==> src/rtl/pfir_pkg.sv <==
package pfir_pkg;

   // True when n is a power of two of at least two (adder tree needs it).
   function automatic bit is_pow2(int unsigned n);
      return (n >= 2) && ((n & (n - 1)) == 0);
   endfunction

   // Depth of the binary reduction for n leaves.
   function automatic int unsigned tree_depth(int unsigned n);
      return $clog2(n);
   endfunction

endpackage

==> src/rtl/pfir_window.sv <==
module pfir_window #(
   parameter int DW   = 16,
   parameter int TAPS = 8
) (
   input  logic                     clk,
   input  logic                     rst_n,
   input  logic                     shift_en,
   input  logic                     flush,
   input  logic signed [DW-1:0]     smp_i,
   output logic [TAPS-1:0][DW-1:0]  taps_o,
   output logic                     full_o
);
   localparam int             FW       = $clog2(TAPS + 1);
   localparam logic [FW-1:0]  FULL_CNT = FW'(TAPS);

   logic [TAPS-1:0][DW-1:0] line_q;
   logic [FW-1:0]           fill_q;
   logic [DW-1:0]           biased;

   // Offset binary: adding 2^(DW-1) equals flipping the sign bit.
   assign biased = {~smp_i[DW-1], smp_i[DW-2:0]};

   always_ff @(posedge clk or negedge rst_n) begin
      if (!rst_n)
         line_q <= '0;
      else if (shift_en)
         line_q <= {line_q[TAPS-2:0], biased};
   end

   always_ff @(posedge clk or negedge rst_n) begin
      if (!rst_n)
         fill_q <= '0;
      else if (flush)
         fill_q <= '0;
      else if (shift_en && (fill_q != FULL_CNT))
         fill_q <= fill_q + 1'b1;
   end

   assign taps_o = line_q;
   assign full_o = (fill_q == FULL_CNT);


   flush_empties_chk: assert property (@(posedge clk) disable iff (!rst_n)
      flush |=> (fill_q == '0) && !full_o);


   full_sticks_chk: assert property (@(posedge clk) disable iff (!rst_n)
      (full_o && !flush) |=> full_o);


   fill_step_chk: assert property (@(posedge clk) disable iff (!rst_n)
      (!flush && !shift_en) |=> $stable(fill_q));

endmodule

==> src/rtl/pfir_products.sv <==
module pfir_products #(
   parameter int                  DW    = 16,
   parameter int                  CW    = 16,
   parameter int                  TAPS  = 8,
   parameter int                  AW    = DW + CW + 3,
   parameter logic [TAPS*CW-1:0]  COEFS = '0
) (
   input  logic [TAPS-1:0][DW-1:0]  taps_i,
   output logic [TAPS-1:0][AW-1:0]  prod_o
);
   generate
      for (genvar k = 0; k < TAPS; k++) begin : g_mul
         localparam logic signed [CW-1:0] CK = COEFS[k*CW +: CW];
         if (CK == '0) begin : g_zero
            // A zero tap needs no multiplier.
            assign prod_o[k] = '0;
         end else begin : g_mult
            logic signed [AW-1:0] smp_ext;
            logic signed [AW-1:0] coef_ext;
            assign smp_ext  = AW'(taps_i[k]);
            assign coef_ext = AW'(CK);
            assign prod_o[k] = smp_ext * coef_ext;
         end
      end
   endgenerate

endmodule

==> src/rtl/pfir_sum_tree.sv <==
module pfir_sum_tree #(
   parameter int                 TAPS      = 8,
   parameter int                 AW        = 35,
   parameter logic signed [AW-1:0] BIAS_CORR = '0
) (
   input  logic [TAPS-1:0][AW-1:0] prod_i,
   output logic signed [AW-1:0]    sum_o
);
   localparam int NODES = 2 * TAPS - 1;

   // Heap layout: node n sums children 2n+1 and 2n+2; leaves at TAPS-1 upward.
   logic [AW-1:0] node [NODES];

   generate
      for (genvar l = 0; l < TAPS; l++) begin : g_leaf
         assign node[TAPS-1+l] = prod_i[l];
      end
      for (genvar n = 0; n < TAPS - 1; n++) begin : g_add
         assign node[n] = node[2*n+1] + node[2*n+2];
      end
   endgenerate

   // Remove the storage offset carried by every product.
   assign sum_o = $signed(node[0]) - BIAS_CORR;

endmodule

==> src/rtl/pfir_engine.sv <==
module pfir_engine #(
   parameter int                 DW    = 16,
   parameter int                 CW    = 16,
   parameter int                 TAPS  = 8,
   parameter logic [TAPS*CW-1:0] COEFS = {16'h0001, 16'h0002, 16'h0004, 16'h0008,
                                          16'h0008, 16'h0004, 16'h0002, 16'h0001},
   localparam int                AW    = DW + CW + $clog2(TAPS)
) (
   input  logic                 clk,
   input  logic                 rst_n,
   input  logic                 run_i,
   input  logic                 stop_i,
   input  logic signed [DW-1:0] smp_i,
   output logic                 hold_fetch_o,
   output logic                 acc_vld_o,
   output logic signed [AW-1:0] acc_o,
   output logic                 rf_wr_o,
   output logic signed [AW-1:0] rf_data_o
);
   import pfir_pkg::*;

   generate
      if (!is_pow2(TAPS)) begin : g_bad_taps
         $error("pfir_engine: TAPS must be a power of two, at least 2");
      end
      if (DW < 2 || CW < 2) begin : g_bad_width
         $error("pfir_engine: DW and CW must be at least 2");
      end
      if (tree_depth(TAPS) != AW - DW - CW) begin : g_bad_aw
         $error("pfir_engine: accumulator width inconsistent");
      end
   endgenerate

   // Sum of coefficients times 2^(DW-1): offset carried by the biased samples.
   function automatic logic signed [AW-1:0] bias_corr();
      logic signed [AW-1:0] acc;
      logic signed [CW-1:0] c;
      acc = '0;
      for (int k = 0; k < TAPS; k++) begin
         c   = COEFS[k*CW +: CW];
         acc = acc + (AW'(c) <<< (DW - 1));
      end
      return acc;
   endfunction

   localparam logic signed [AW-1:0] CORR = bias_corr();

   logic                    active_q;
   logic                    go;
   logic                    win_full;
   logic                    fire;
   logic [TAPS-1:0][DW-1:0] taps;
   logic [TAPS-1:0][AW-1:0] prods;
   logic signed [AW-1:0]    tree_sum;
   logic                    acc_vld_q;
   logic signed [AW-1:0]    acc_q;
   logic                    rf_wr_q;
   logic signed [AW-1:0]    rf_q;

   // Stop wins over run; run only matters while idle.
   assign go   = (active_q | run_i) & ~stop_i;
   assign fire = active_q & win_full & ~stop_i;

   always_ff @(posedge clk or negedge rst_n) begin
      if (!rst_n) active_q <= 1'b0;
      else        active_q <= go;
   end

   pfir_window #(.DW(DW), .TAPS(TAPS)) u_window (
      .clk      (clk),
      .rst_n    (rst_n),
      .shift_en (go),
      .flush    (stop_i),
      .smp_i    (smp_i),
      .taps_o   (taps),
      .full_o   (win_full)
   );

   pfir_products #(.DW(DW), .CW(CW), .TAPS(TAPS), .AW(AW), .COEFS(COEFS)) u_products (
      .taps_i (taps),
      .prod_o (prods)
   );

   pfir_sum_tree #(.TAPS(TAPS), .AW(AW), .BIAS_CORR(CORR)) u_tree (
      .prod_i (prods),
      .sum_o  (tree_sum)
   );

   always_ff @(posedge clk or negedge rst_n) begin
      if (!rst_n) begin
         acc_vld_q <= 1'b0;
         acc_q     <= '0;
      end else begin
         acc_vld_q <= fire;
         if (fire) acc_q <= tree_sum;
      end
   end

   always_ff @(posedge clk or negedge rst_n) begin
      if (!rst_n) begin
         rf_wr_q <= 1'b0;
         rf_q    <= '0;
      end else begin
         rf_wr_q <= acc_vld_q & ~stop_i;
         if (acc_vld_q && !stop_i) rf_q <= acc_q;
      end
   end

   assign hold_fetch_o = active_q;
   assign acc_vld_o    = acc_vld_q;
   assign acc_o        = acc_q;
   assign rf_wr_o      = rf_wr_q;
   assign rf_data_o    = rf_q;


   run_holds_fetch_chk: assert property (@(posedge clk) disable iff (!rst_n)
      (run_i && !stop_i) |=> hold_fetch_o);


   stop_quiets_chk: assert property (@(posedge clk) disable iff (!rst_n)
      stop_i |=> !hold_fetch_o && !acc_vld_o && !rf_wr_o);


   valid_needs_full_chk: assert property (@(posedge clk) disable iff (!rst_n)
      acc_vld_o |-> $past(win_full));


   steady_output_chk: assert property (@(posedge clk) disable iff (!rst_n)
      (acc_vld_o && !stop_i) |=> acc_vld_o);


   rf_follows_acc_chk: assert property (@(posedge clk) disable iff (!rst_n)
      rf_wr_o |-> $past(acc_vld_o) && (rf_data_o == $past(acc_o)));


   reset_quiet_chk: assert property (@(posedge clk)
      !rst_n |-> !hold_fetch_o && !acc_vld_o && !rf_wr_o);

endmodule

==> config.mk <==
export PLATFORM = sky130hd
export DESIGN_NAME = pfir_engine
export DESIGN_NICKNAME = d
export VERILOG_FILES = /design/src/rtl/pfir_pkg.sv /design/src/rtl/pfir_window.sv /design/src/rtl/pfir_products.sv /design/src/rtl/pfir_sum_tree.sv /design/src/rtl/pfir_engine.sv
export SDC_FILE = /design/constraint.sdc
export NUM_CORES = 1
export LEC_CHECK = 0
export ABC_CLOCK_PERIOD_IN_PS = 10900
export BUFFER_PORTS_ARGS = -buffer_cell sky130_fd_sc_hd__buf_4
export CORE_MARGIN = 2
export CORE_UTILIZATION = 30
export CTS_BUF_LIST = sky130_fd_sc_hd__clkbuf_16
export DETAILED_ROUTE_END_ITERATION = 10
export PLACE_DENSITY_LB_ADDON = 0.08
export SLEW_MARGIN = 25
export SYNTH_ARGS = -nofsm -noshare
export SYNTH_HDL_FRONTEND = slang
export SYNTH_HIERARCHICAL = 1
export SYNTH_SLANG_ARGS = --single-unit
==> constraint.sdc <==
create_clock -name clk -period 10.9 [get_ports clk]
set_input_delay 1.09 -clock clk [delete_from_list [all_inputs] [get_ports clk]]
set_output_delay 1.09 -clock clk [all_outputs]
set_load 0.01 [all_outputs]
After elaboration in Yosys (flattened, before gate mapping)
Cells that the tools add are included.
{"block": "word_totals", "out_inout_bits": 73, "ff_bits": 205}
{"block": "op_classes", "addsub": 9, "n_mux": 2, "n_bitwise": 7, "n_eq_ne": 2, "reduce_logical": 4}
{"op": "$sub 35x21->35 const B", "count": 1}
{"op": "$add 21x21->22", "count": 1}
{"op": "$add 18x20->21", "count": 1}
{"op": "$add 20x18->21", "count": 1}
{"op": "$add 18x19->20", "count": 1}
{"op": "$add 19x18->20", "count": 1}
{"op": "$add 16x17->18", "count": 1}
{"op": "$add 17x16->18", "count": 1}
{"op": "$mux 4", "count": 2}
{"op": "$add 4x1->4 const B", "count": 1}
{"op": "$and 1x1->1", "count": 4}
{"op": "$eq 4x4->1 const B", "count": 1}
{"op": "$ne 4x4->1 const B", "count": 1}
{"op": "$logic_and 1x1->1", "count": 2}
{"op": "$not 1->1", "count": 2}
{"op": "$reduce_bool 2->1", "count": 1}
{"op": "$logic_not 1->1", "count": 1}
{"op": "$or 1x1->1", "count": 1}

Longest topological paths before layout
Gate-level depths: netlist of the first run.
{"block": "logic_depth", "ltp_word": 5, "depth_mapped": 21}

Modules after synthesis
The synthesis of the first run kept the hierarchy.
{"mod": "pfir_sum_tree", "cells_each": 827, "instances": 1, "area_each_um2": 7484.7, "seq_area_each_um2": 0.0}
{"mod": "pfir_window", "cells_each": 296, "instances": 1, "area_each_um2": 5504.0, "seq_area_each_um2": 3303.2}
{"mod": "pfir_engine", "cells_each": 157, "instances": 1, "area_each_um2": 2997.9, "seq_area_each_um2": 1826.8}
{"mod": "pfir_products", "cells_each": 281, "instances": 1, "area_each_um2": 2105.8, "seq_area_each_um2": 0.0}

Worst setup path before layout of the first run
OpenSTA, ideal clock, no wires.
{"block": "synth_timing", "kind": "reg-to-reg", "startpoint": "register u_window.line_q, in the netlist u_window/taps_o[2]", "endpoint": "register acc_q[34], in the netlist acc_o[34]", "stages_incl_launch_ff": 19, "n_path_buf": 1, "arrival_time_ps": 5179, "slack_ps": 5657, "setup_time_ps": 64, "synth_period_minus_slack_ps": 5243, "path_cell_list": "dfrtp_1 > buf_4 > inv_1 > fa_1 > inv_1 > fa_1 > fa_1 > fa_1 > ha_1 > fa_1 > a21o_1 > a221o_1 > a221oi_4 > nor3_2 > or4_4 > a31o_1 > a21oi_2 > xnor2_1 > mux2_2"}
{"block": "synth_via", "elab_chain_len": 4}
{"item": "start, declared", "line": "pfir_window.sv:16", "text": "logic [TAPS-1:0][DW-1:0] line_q;"}
{"item": "start signal, assigned", "line": "pfir_window.sv:27", "text": "line_q <= {line_q[TAPS-2:0], biased};"}
{"item": "$add 16x17->18", "line": "pfir_sum_tree.sv:19", "text": "assign node[n] = node[2*n+1] + node[2*n+2];"}
{"item": "$add 18x20->21", "line": "pfir_sum_tree.sv:19"}
{"item": "$add 21x21->22", "line": "pfir_sum_tree.sv:19"}
{"item": "$sub 35x21->35", "line": "pfir_sum_tree.sv:24", "text": "assign sum_o = $signed(node[0]) - BIAS_CORR;"}
{"item": "named net tree_sum[34]", "line": "pfir_engine.sv:54", "text": "logic signed [AW-1:0] tree_sum;"}
{"item": "end signal, assigned", "line": "pfir_engine.sv:95", "text": "if (fire) acc_q <= tree_sum;"}
{"item": "end, declared", "line": "pfir_engine.sv:56", "text": "logic signed [AW-1:0] acc_q;"}
The timed path passes the listed nets, and every way through them passes these cells.
A chain may end at the register's enable or synchronous reset.

Worst setup path in the final report of the first run
Same ends and word-level chain as after synthesis.

==> results of run 1 <==
stage by stage:
stage	utilization	instances	instance area [µm²]	hold WS [ns]	setup WS, ns
finish	0.313	2332	18800	0.510	5.27
global route	0.313	2332	18800	0.522	5.00
CTS	0.313	2332	18800	0.514	5.24
detailed placement	0.298	2284	17900	0.495	5.27
global placement	0.298	2284	17900	0.493	5.36
floorplan	-	1712	18700	0.482	5.66
critical path, cell delays in order (launching register included):
cell and delay [ns]:
dfrtp_1 0.37, inv_1 0.08, fa_1 0.54, inv_1 0.05
fa_1 0.45, fa_1 0.51, fa_1 0.42, ha_1 0.24
fa_1 0.49, a21o_1 0.22, a221o_1 0.37, a221oi_4 0.48
nor3_2 0.14, or4_4 0.56, a31o_1 0.23, a21oi_2 0.15
xnor2_1 0.12, mux2_2 0.16
state kept, by name, summed over array words and instances, names as in the netlist:
signal           cells
acc_o               35
acc_vld_o            1
rf_data_o           35
rf_wr_o              1
u_window/taps_o    128
u_window/fill_q      4
hold_fetch_o         1
cell usage in the layout, fill, tap and decap left out, types with 3 or more instances in the layout:
cell type,n
nand2_1,21
mux2i_1,3
conb_1,152
nor2_1,24
mux2_2,39
inv_1,373
dfrtp_1,205
buf_4,96
clkinv_2,5
a21oi_1,27
xnor2_1,27
o21bai_1,8
nand2b_1,7
nor3_1,4
clkbuf_16,29
nand3_1,10
o21ai_0,13
clkinv_1,5
xor2_1,15
ha_1,71
a221o_1,3
mux2_4,158
fa_1,200
a21o_1,10
clkinvlp_4,4
metal layers:
| metal | global-route usage | vias up |
|---|---|---|
| met1 | 0.158 | 4416 |
| met5 | 0 | - |
| met4 | 0.0287 | 0 |
| met3 | 0.0165 | 40 |
| li1 | - | 4275 |
| met2 | 0.160 | 99 |
cell families (layout without fill, tap and decap cells):
logic type	Yosys count	count (layout)	synth area share
compound gates	80	80	0.0299
simple gates	83	83	0.0236
other cells	1	152	0.000207
buf+inv	678	516	0.214
fa+ha+maj	271	271	0.270
flops	205	205	0.284
xor+xnor	42	42	0.0203
mux	201	201	0.158
worst min-delay path by stage:
| stage | startpoint | end | slack, ns | depth (start not counted) |
|---|---|---|---|---|
| floorplan | u_window/taps_o[114] | u_window/taps_o[114] | 0.48 | 1 |
| global placement | rf_data_o[0] | rf_data_o[0] | 0.49 | 1 |
| detailed placement | rf_data_o[30] | rf_data_o[30] | 0.50 | 1 |
| CTS | rf_data_o[29] | rf_data_o[29] | 0.51 | 1 |
| global route | rf_data_o[19] | rf_data_o[19] | 0.52 | 1 |
| finish | u_window/taps_o[118] | u_window/taps_o[118] | 0.51 | 1 |
area by class of cell:
cell class | count | area share
flip-flops and latches | 205 | 0.273
inverters | 371 | 0.0741
clock inverters | 19 | 0.00859
clock buffers | 29 | 0.0386
multi-input cells | 829 | 0.514
repair buffers | 97 | 0.0392
well taps | 782 | 0.0521
==> impl_results.md, run 1 <==
- First-pass GRT wire length: about 53000 µm
- CTS Buffer Depth: 3
- Pin count of the biggest net entering global routing: 94
- Top sig layer: met4
- FF-to-FF Start: u_window/taps_o[2]
- Initial antenna violation count: 0
- Met2 wire length: approximately 14000 µm
- Total track usage: 0.107
- Kind of critical path: flip-flop to flip-flop
- Commonest cells in the synthesized netlist: inv_1 (371), buf_4 (280), dfrtp_1 (205), fa_1 (200), mux2_4 (158)
- Placer Congestion: 0.710
- Post-synth cell types: 52
- Clock buffer count from CTS: 29
- Worst slew pin tran: around 0.95 ns
- Core area: ~60000 µm²
- Final-layout fill cell count: about 6100
- ANT nets after route: 0
- GRT overflow: 0
- I/O Buffers: between 90 and 100
- Post-CTS sizing: 0
- Fin Setup TNS: 0 ns
- Gate Count Post-Synth: between 1500 and 2000
- Clock slew at reported path FFs: roughly 0.06 ns
- Slew headroom: 0.364
- Final count of negative-setup-slack endpoints: 0
- Post-synthesis sequential area ratio: 0.284
- YS warnings: 6
- # nets final: approximately 1800
- H-tree levels: 1
- Fin. max-slew vios: 0
- Crit path from: u_window/taps_o[2]
- Total clock sinks: just over 200
- Starting Density: 0.301
- Die X: about 250 µm
- M1 wire length: around 16000 µm
- Critical Path End: acc_o[34]
- DP Wirelength: around 24000 µm
- Vias: 8830
- I/O pin cnt: between 90 and 100
- Ys async rst share: 1.00
- WP data required: 11.41 ns
- Met3 wire len: a little over 1000 µm
- Synth top area share: 0.284
- Critical Path Start Type: flip-flop
- Hold_buf cts: 0
- Min-Delay Path Class: flip-flop to flip-flop
- Share of cells above drive strength 1: 0.224
- Final period util: 0.516
- Area grow syn2layout: 3.81%
- RSZ-0062 raised after global routing: no
- Max-Cap Viols: 0
- Row count: 90
- Worst-Skew Late Latency: ~0.58 ns
- Routed WL: about 31000 µm
- Drt pass-1 iters: 4
- Sequential Area: around 5100 µm²
- Synthesized flop and latch total: about 210
- Final Critical Period: 5.63 ns
- Cell area after synthesis: 18100 µm²
- Status: complete, no violations
- Crit. End Element: flip-flop
- Most used flip-flop cell after synthesis: dfrtp_1
- Multi-input gate area: 9660 µm²
- Clock Skew: between 0.015 and 0.02 ns
- Hold Vio Cnt, Final: 0
- Post-CTS Setup Bufs: 0
- Initial DRC Count: 259
- Post-synth top area cell: dfrtp_1
- Worst R2R Path Depth: 17
- Die H: between 200 and 250 µm
- Via density: 3.79
- Root buf cell: clkbuf_16
- R2R Setup Slk: around 5.3 ns
- Synthesized area per cell: ~12 µm²
- Inserted Diodes: 0
- Number of global-route vias before repair: 9628
- Post-synth EDFFs: 0
- DR DRC count: 0
- Synth top area cells: dfrtp_1 (28%), fa_1 (22%), mux2_4 (13%), buf_4 (12%), inv_1 (7.7%)
- TritonCTS clock tree: done
- Worst R2R End: acc_o[34]
- Die area: a little over 60000 µm²
- Count leader, synth: inv_1
- Wirelength per Cell: 13.5 µm
- CP arrival: between 6 and 7 ns
- Fmax: about 180 MHz
- Peak fanout along the critical path: 5
Power of run 1 is left out: the tool's default activity adds up to more than one toggle a clock period on the data nets, which glitch-free logic cannot reach.
==> inputs of run 2 (changes only) <==
--- a/config.mk
+++ b/config.mk
@@ -5,7 +5,7 @@
 export SDC_FILE = /design/constraint.sdc
 export NUM_CORES = 1
 export LEC_CHECK = 0
-export ABC_CLOCK_PERIOD_IN_PS = 10900
+export ABC_CLOCK_PERIOD_IN_PS = 4790
 export BUFFER_PORTS_ARGS = -buffer_cell sky130_fd_sc_hd__buf_4
 export CORE_MARGIN = 2
 export CORE_UTILIZATION = 30
==> constraint.sdc (replaced) <==
create_clock -name clk -period 4.79 [get_ports clk]
set_input_delay 0.479 -clock clk [delete_from_list [all_inputs] [get_ports clk]]
set_output_delay 0.479 -clock clk [all_outputs]
set_load 0.01 [all_outputs]
==> run 2 against run 1 <==
Against the previous run: flip-flop and latch count unchanged; highest routed layer unchanged; the flow now finishes with violations (negative setup slack); clock-buffer cell count unchanged; setup slack lost 5.6 ns; wire length is 5.3% higher; non-clock buffer count increased by 169; global-route usage increased by 0.66 points; critical endpoint unchanged.
==> impl_results.md, run 2 (synthesis results as in run 1) <==
- Status: finished with violations
- Violated checks: negative setup slack
- Worst R2R End: acc_o[34]
- Clock buffer count from CTS: 29
- GR Layer Usage met2: 0.179
- Setup ws final: -0.302 ns
- Final Critical Period: ~5 ns
- Fmax: a little under 200 MHz
- Initial DRC Count: ~270
- Core area: ~60000 µm²
- ANT nets after route: 0
- CP max stage cell: fa_1
- Vias: roughly 9500
- DR DRC count: 0
- Largest register FFs: about 130
- Pin count of the biggest net entering global routing: 100
- Root buf cell: clkbuf_16
- Peak fanout along the critical path: 3
- Worst-Skew Late Latency: between 0.5 and 0.6 ns
- Number of global-route vias before repair: around 11000
- R2R Setup Slk: -0.30 ns
- FF-to-FF Start: u_window/taps_o[32]
- CP most frequent cell: fa_1
- Commonest non-fill, non-tap cell in the layout: inv_1
- Crit. End Element: flip-flop
- CTS Buffer Depth: 3
- First-pass GRT wire length: between 50000 and 60000 µm
- Routed WL: between 30000 and 40000 µm
- CP peak stage delay: approximately 0.55 ns
- Hold Vio Cnt, Final: 0
- Met3 Use GR: 0.0155
- RSZ-0062 raised after global routing: yes
- Total track usage: 0.113
- I/O pin cnt: a little over 90
- CP Cell Sequence: inv_2 > fa_1 > inv_2 > fa_1 > fa_1 > fa_1 > ha_2 > fa_2 > a21o_1 > a221o_1 > a221oi_4 > nor3_4 > or4_4 > a31o_1 > a21oi_2 > xnor2_1 > mux2_4
- Drt pass-1 iters: 6
- Final count of negative-setup-slack endpoints: 13
- Placer Congestion: approximately 0.75
- Die area: 62300 µm²
- Sequential Area: 5130 µm²
- Multi-input gate area: a little under 10000 µm²
- Final-layout fill cell count: ~6100
- GRT met1 Usage: 0.163
- Fin area: between 20000 and 25000 µm²
- TritonCTS clock tree: done
- Worst R2R Path Depth: 17
- # nets final: 1993
- Grt peak-use layer: met2
- GRT overflow: 0
- Clock slew at reported path FFs: about 0.06 ns
- Worst hold start: smp_i[15]
- Initial antenna violation count: 0
- Inserted Diodes: 0
- H-tree levels: 1
- Die X: 250 µm
- Die H: about 250 µm
- Wirelength per Cell: between 10 and 15 µm
- Max-Cap Viols: 0
- Most frequent cells in the layout: inv_1 (367), buf_4 (258), dfrtp_1 (205)
- Placed Area: between 15000 and 20000 µm²
- Slew headroom: 0.405
- Starting Density: 0.301
- Total clock sinks: about 210
- Critical Path Start Type: flip-flop
- Area grow syn2layout: 12.7%
- DP Wirelength: 25400 µm
- Row count: 90
- Worst hold path stage count: 2
- Endpoint, Worst Hold: u_window/taps_o[15]
- Clock Skew: between 0.015 and 0.02 ns
- Buf+Inv Stages, Crit Path: 2
- Crit path max-delay family: adder cells
- Share of cells above drive strength 1: 0.329
- Via density: 3.79
- WP data required: between 5 and 6 ns
- I/O Buffers: 92
- Worst slew pin tran: about 0.89 ns
- Min-Delay Path Class: input pin to flip-flop
- CP arrival: between 5 and 6 ns
- Final period util: 1.06
- Kind of critical path: flip-flop to flip-flop
- Fin. max-slew vios: 0
## run 2: cell type report
cell class	instances	share of cell area
well taps	782	0.0480
clock buffers	29	0.0356
clock inverters	25	0.0110
flip-flops and latches	205	0.252
repair buffers	266	0.100
multi-input cells	829	0.485
inverters	371	0.0683
## run 2: worst reg2reg max path: cells and delay by family (launching register included)
family	cells	cell delay (ns)
adder cells (fa/ha/maj)	6	2.50
buffers and inverters	2	0.09
flip-flops	1	0.37
multiplexers	1	0.16
AND/OR/NAND/NOR	2	0.52
AO/OA/AOI/OAI	5	1.28
XOR/XNOR	1	0.12
## run 2: worst max-delay path by stage
stage / end / slack (ns) / cells after the start / start
after floorplan: acc_o[34] / -0.25 / 18 / u_window/taps_o[32]
after global placement: acc_o[29] / -0.36 / 20 / u_window/taps_o[53]
after detailed placement: acc_o[34] / -0.40 / 17 / u_window/taps_o[32]
after CTS: acc_o[34] / -0.34 / 17 / u_window/taps_o[32]
after global routing: acc_o[34] / -0.50 / 17 / u_window/taps_o[32]
final: acc_o[34] / -0.30 / 17 / u_window/taps_o[32]
## run 2: what timing repair did
action | CTS | global route
buffers inserted | 8 | 4
endpoints found under the hold margin | 35 | 0
setup endpoints to repair | 19 | 22
hold buffers | 1 | 0
pin swaps | 28 | 19
gates resized for setup | 40 | 22
## run 2: through the flow
stage | worst slack [ns] | util | std cells | hold WS (ns) | TNS (ns)
2_1_floorplan | -0.252 | - | 1712 | 0.183 | -0.698
6_report | -0.302 | 0.340 | 2507 | 0.0766 | -1.86
3_3_place_gp | -0.362 | 0.319 | 2444 | 0.492 | -3.86
3_5_place_dp | -0.395 | 0.319 | 2444 | 0.496 | -4.04
5_1_grt | -0.497 | 0.340 | 2507 | 0.0770 | -5.01
4_1_cts | -0.338 | 0.338 | 2507 | 0.0362 | -2.30
## run 2: layer usage
metal | vias up | part of all wire
met4 | 0 | 0.018
met1 | 4755 | 0.50
met2 | 104 | 0.45
li1 | 4607 | -
met5 | - | 0
met3 | 44 | 0.030
Power of run 2 is left out for the same reason.
==> inputs of run 3 (changes only) <==
--- a/config.mk
+++ b/config.mk
@@ -15,5 +15,4 @@
 export SLEW_MARGIN = 25
 export SYNTH_ARGS = -nofsm -noshare
 export SYNTH_HDL_FRONTEND = slang
-export SYNTH_HIERARCHICAL = 1
 export SYNTH_SLANG_ARGS = --single-unit
==> run 3 against run 2 <==
Against the previous run: clock skew shrank 0.0081 ns; register-to-register slack gained 0.19 ns; critical path type unchanged; clock-buffer cell count shrank 12; sequential share of layout area grew 10 points; area after synthesis shrank 41%; setup slack gained 0.19 ns; via count shrank 24%; die area shrank 40%; flip-flop and latch count shrank 16; global-route usage grew 2.0 points; the run still ends with negative setup slack left.
==> impl_results.md, run 3 <==
- Count leader, synth: nand2_1
- Worst-Skew Late Latency: between 0.4 and 0.5 ns
- Drt pass-1 iters: 4
- Clock slew at reported path FFs: 0.08 ns
- DP Wirelength: roughly 17000 µm
- Number of global-route vias before repair: ~7600
- Worst R2R End: acc_o[20]
- Initial antenna violation count: 0
- CP arrival: 5.21 ns
- Dpl ws: -0.215 ns
- DR DRC count: 0
- Gate Count Post-Synth: between 1000 and 1500
- Synth Net Count: around 1200
- Ys async rst share: 1.00
- Wirelength per Cell: around 13 µm
- Routed WL: 22900 µm
- Starting Density: 0.303
- ANT nets after route: 0
- Commonest cells in the synthesized netlist: nand2_1 (227), inv_1 (209), dfrtp_1 (189), o21ai_0 (121), fa_1 (93)
- Area grow syn2layout: 24.8%
- Synthesized flop and latch total: 189
- Crit. End Element: flip-flop
- Synthesized area per cell: between 9 and 10 µm²
- I/O Buffers: between 90 and 100
- Final Critical Period: a little under 5 ns
- RSZ-0062 raised after global routing: yes
- CTS Buffer Depth: 2
- Min-Delay Path Class: input pin to asynchronous set/reset pin
- Kind of critical path: flip-flop to flip-flop
- Commonest non-fill, non-tap cell in the layout: nand2_1
- Via density: about 4.2
- Synth top area share: 0.442
- Final period util: 1.02
- Die area: approximately 37000 µm²
- Synth top area cells: dfrtp_1 (44%), fa_1 (17%), nand2_1 (8.0%), inv_1 (7.3%), o21ai_0 (5.7%)
- Critical Path Start Type: flip-flop
- Post-synthesis sequential area ratio: 0.442
- Worst R2R Path Depth: 19
- FF-to-FF Start: u_window.taps_o[3]
- Hold Vio Cnt, Final: 0
- WP data required: slightly above 5 ns
- GRT overflow: 0
- Die H: just under 200 µm
- Clock Skew: approximately 0.01 ns
- Die X: roughly 190 µm
- Finished Layout Cells: approximately 1700
- Hold_buf cts: 0
- TritonCTS clock tree: done
- Pin count of the biggest net entering global routing: between 100 and 150
- Clock buffer count from CTS: 17
- Status: finished with violations
- H-tree levels: 4
- Total clock sinks: around 190
- Final-layout fill cell count: about 3600
- YS warnings: 0
- I/O pin cnt: between 90 and 100
- Inserted Diodes: 0
- Largest register FFs: about 130
- Final count of negative-setup-slack endpoints: 6
- Share of cells above drive strength 1: 0.258
- Slew headroom: 0.341
- Fin area: 13300 µm²
- Peak fanout along the critical path: 3
- Fin Setup TNS: -0.430 ns
- # nets final: around 1400
- First-pass GRT wire length: between 30000 and 40000 µm
- Row count: between 60 and 70
- Worst slew pin tran: 0.988 ns
- Core area: ~35000 µm²
- Placed Area: 12600 µm²
- Most used flip-flop cell after synthesis: dfrtp_1
- R2R Setup Slk: -0.12 ns
- Post-synth top area cell: dfrtp_1
- Post-synth cell types: 53
- Post-synth EDFFs: 0
- Most frequent cells in the layout: nand2_1 (226), buf_4 (208), inv_1 (198)
- Root buf cell: clkbuf_16
- Vias: a little over 7000
- Fin. max-slew vios: 0
- Max-Cap Viols: 0
- Violated checks: negative setup slack
- Placer Congestion: 0.716
- Fmax: approximately 200 MHz
- Placed cells: between 1500 and 2000
- Cell area after synthesis: about 11000 µm²
- Setup ws final: -0.116 ns
- Initial DRC Count: 334
- Total track usage: 0.133
==> run 3: cell count changes in the layout (fill, tap and decap cells not counted), moves of 9 or more <==
cell / change
xnor2_1: -21
nand2_1: +207
o21ai_0: +113
conb_1: -152
fa_1: -105
mux2_2: -9
dfrtp_1: -16
clkinv_2: -9
inv_1: -169
ha_1: -43
buf_4: -50
mux2_4: -160
clkbuf_16: -12
==> run 3: area by class of cell <==
cell class / count / area (µm²) / share of cell area
Tap cell: 461 / 577 / 0.0432
Clock inverter: 15 / 149 / 0.0112
Inverter: 211 / 797 / 0.0597
Sequential cell: 189 / 4730 / 0.354
Timing Repair Buffer: 211 / 1610 / 0.120
Multi-Input combinational cell: 616 / 5060 / 0.379
Clock buffer: 17 / 425 / 0.0319
==> run 3: how the worst max path moves through the flow <==
stage	startpoint	endpoint	cells after the start
final	u_window.taps_o[3]	acc_o[20]	19
after global placement	u_window.taps_o[49]	acc_o[20]	19
after CTS	u_window.taps_o[35]	acc_o[20]	18
after global routing	u_window.taps_o[49]	acc_o[20]	19
after floorplan	u_window.taps_o[49]	acc_o[20]	19
after detailed placement	u_window.taps_o[49]	acc_o[20]	19
==> run 3: logic make-up after synthesis <==
group / after synthesis / share of synthesized area
AOI/OAI and AO/OA: 175 / 0.0970
xor gates and xnor gates: 17 / 0.0157
adders and majority gates: 124 / 0.210
buffers and inverters: 267 / 0.102
DFF: 189 / 0.442
muxes: 28 / 0.0295
and+or+nand+nor: 272 / 0.103
==> run 3: timing repair <==
item,CTS,global route
endpoints found under the setup margin,9,12
buffers inserted,3,7
hold endpoints to repair,0,0
pin swaps,15,15
gates resized for setup,9,16
==> run 3: metrics by stage <==
stage | hold slack, ns | util
after CTS | 0.183 | 0.375
after detailed placement | 0.461 | 0.356
after global routing | 0.216 | 0.378
after floorplan | 0.183 | -
final | 0.139 | 0.378
after global placement | 0.458 | 0.356
==> run 3: layer usage <==
metal | vias up | GRT usage | part of all wire
met5 | - | 0 | 0
met4 | 0 | 0.0396 | 0.013
met3 | 17 | 0.0240 | 0.021
met1 | 3563 | 0.167 | 0.46
li1 | 3624 | - | -
met2 | 60 | 0.233 | 0.50
==> run 3: worst max-delay path, stage by stage (launching register included) <==
cell and delay, ns:
dfrtp_1 0.35, inv_1 0.07, fa_1 0.53, inv_1 0.07, fa_1 0.54, inv_1 0.06
fa_2 0.38, fa_1 0.52, inv_2 0.04, ha_4 0.16, fa_2 0.35, a211o_2 0.31
a211o_1 0.33, a21oi_4 0.19, xnor2_2 0.16, ha_2 0.21, inv_2 0.03, and4bb_4 0.31
xnor2_2 0.11, o21ai_1 0.07
Power of run 3 is left out for the same reason.
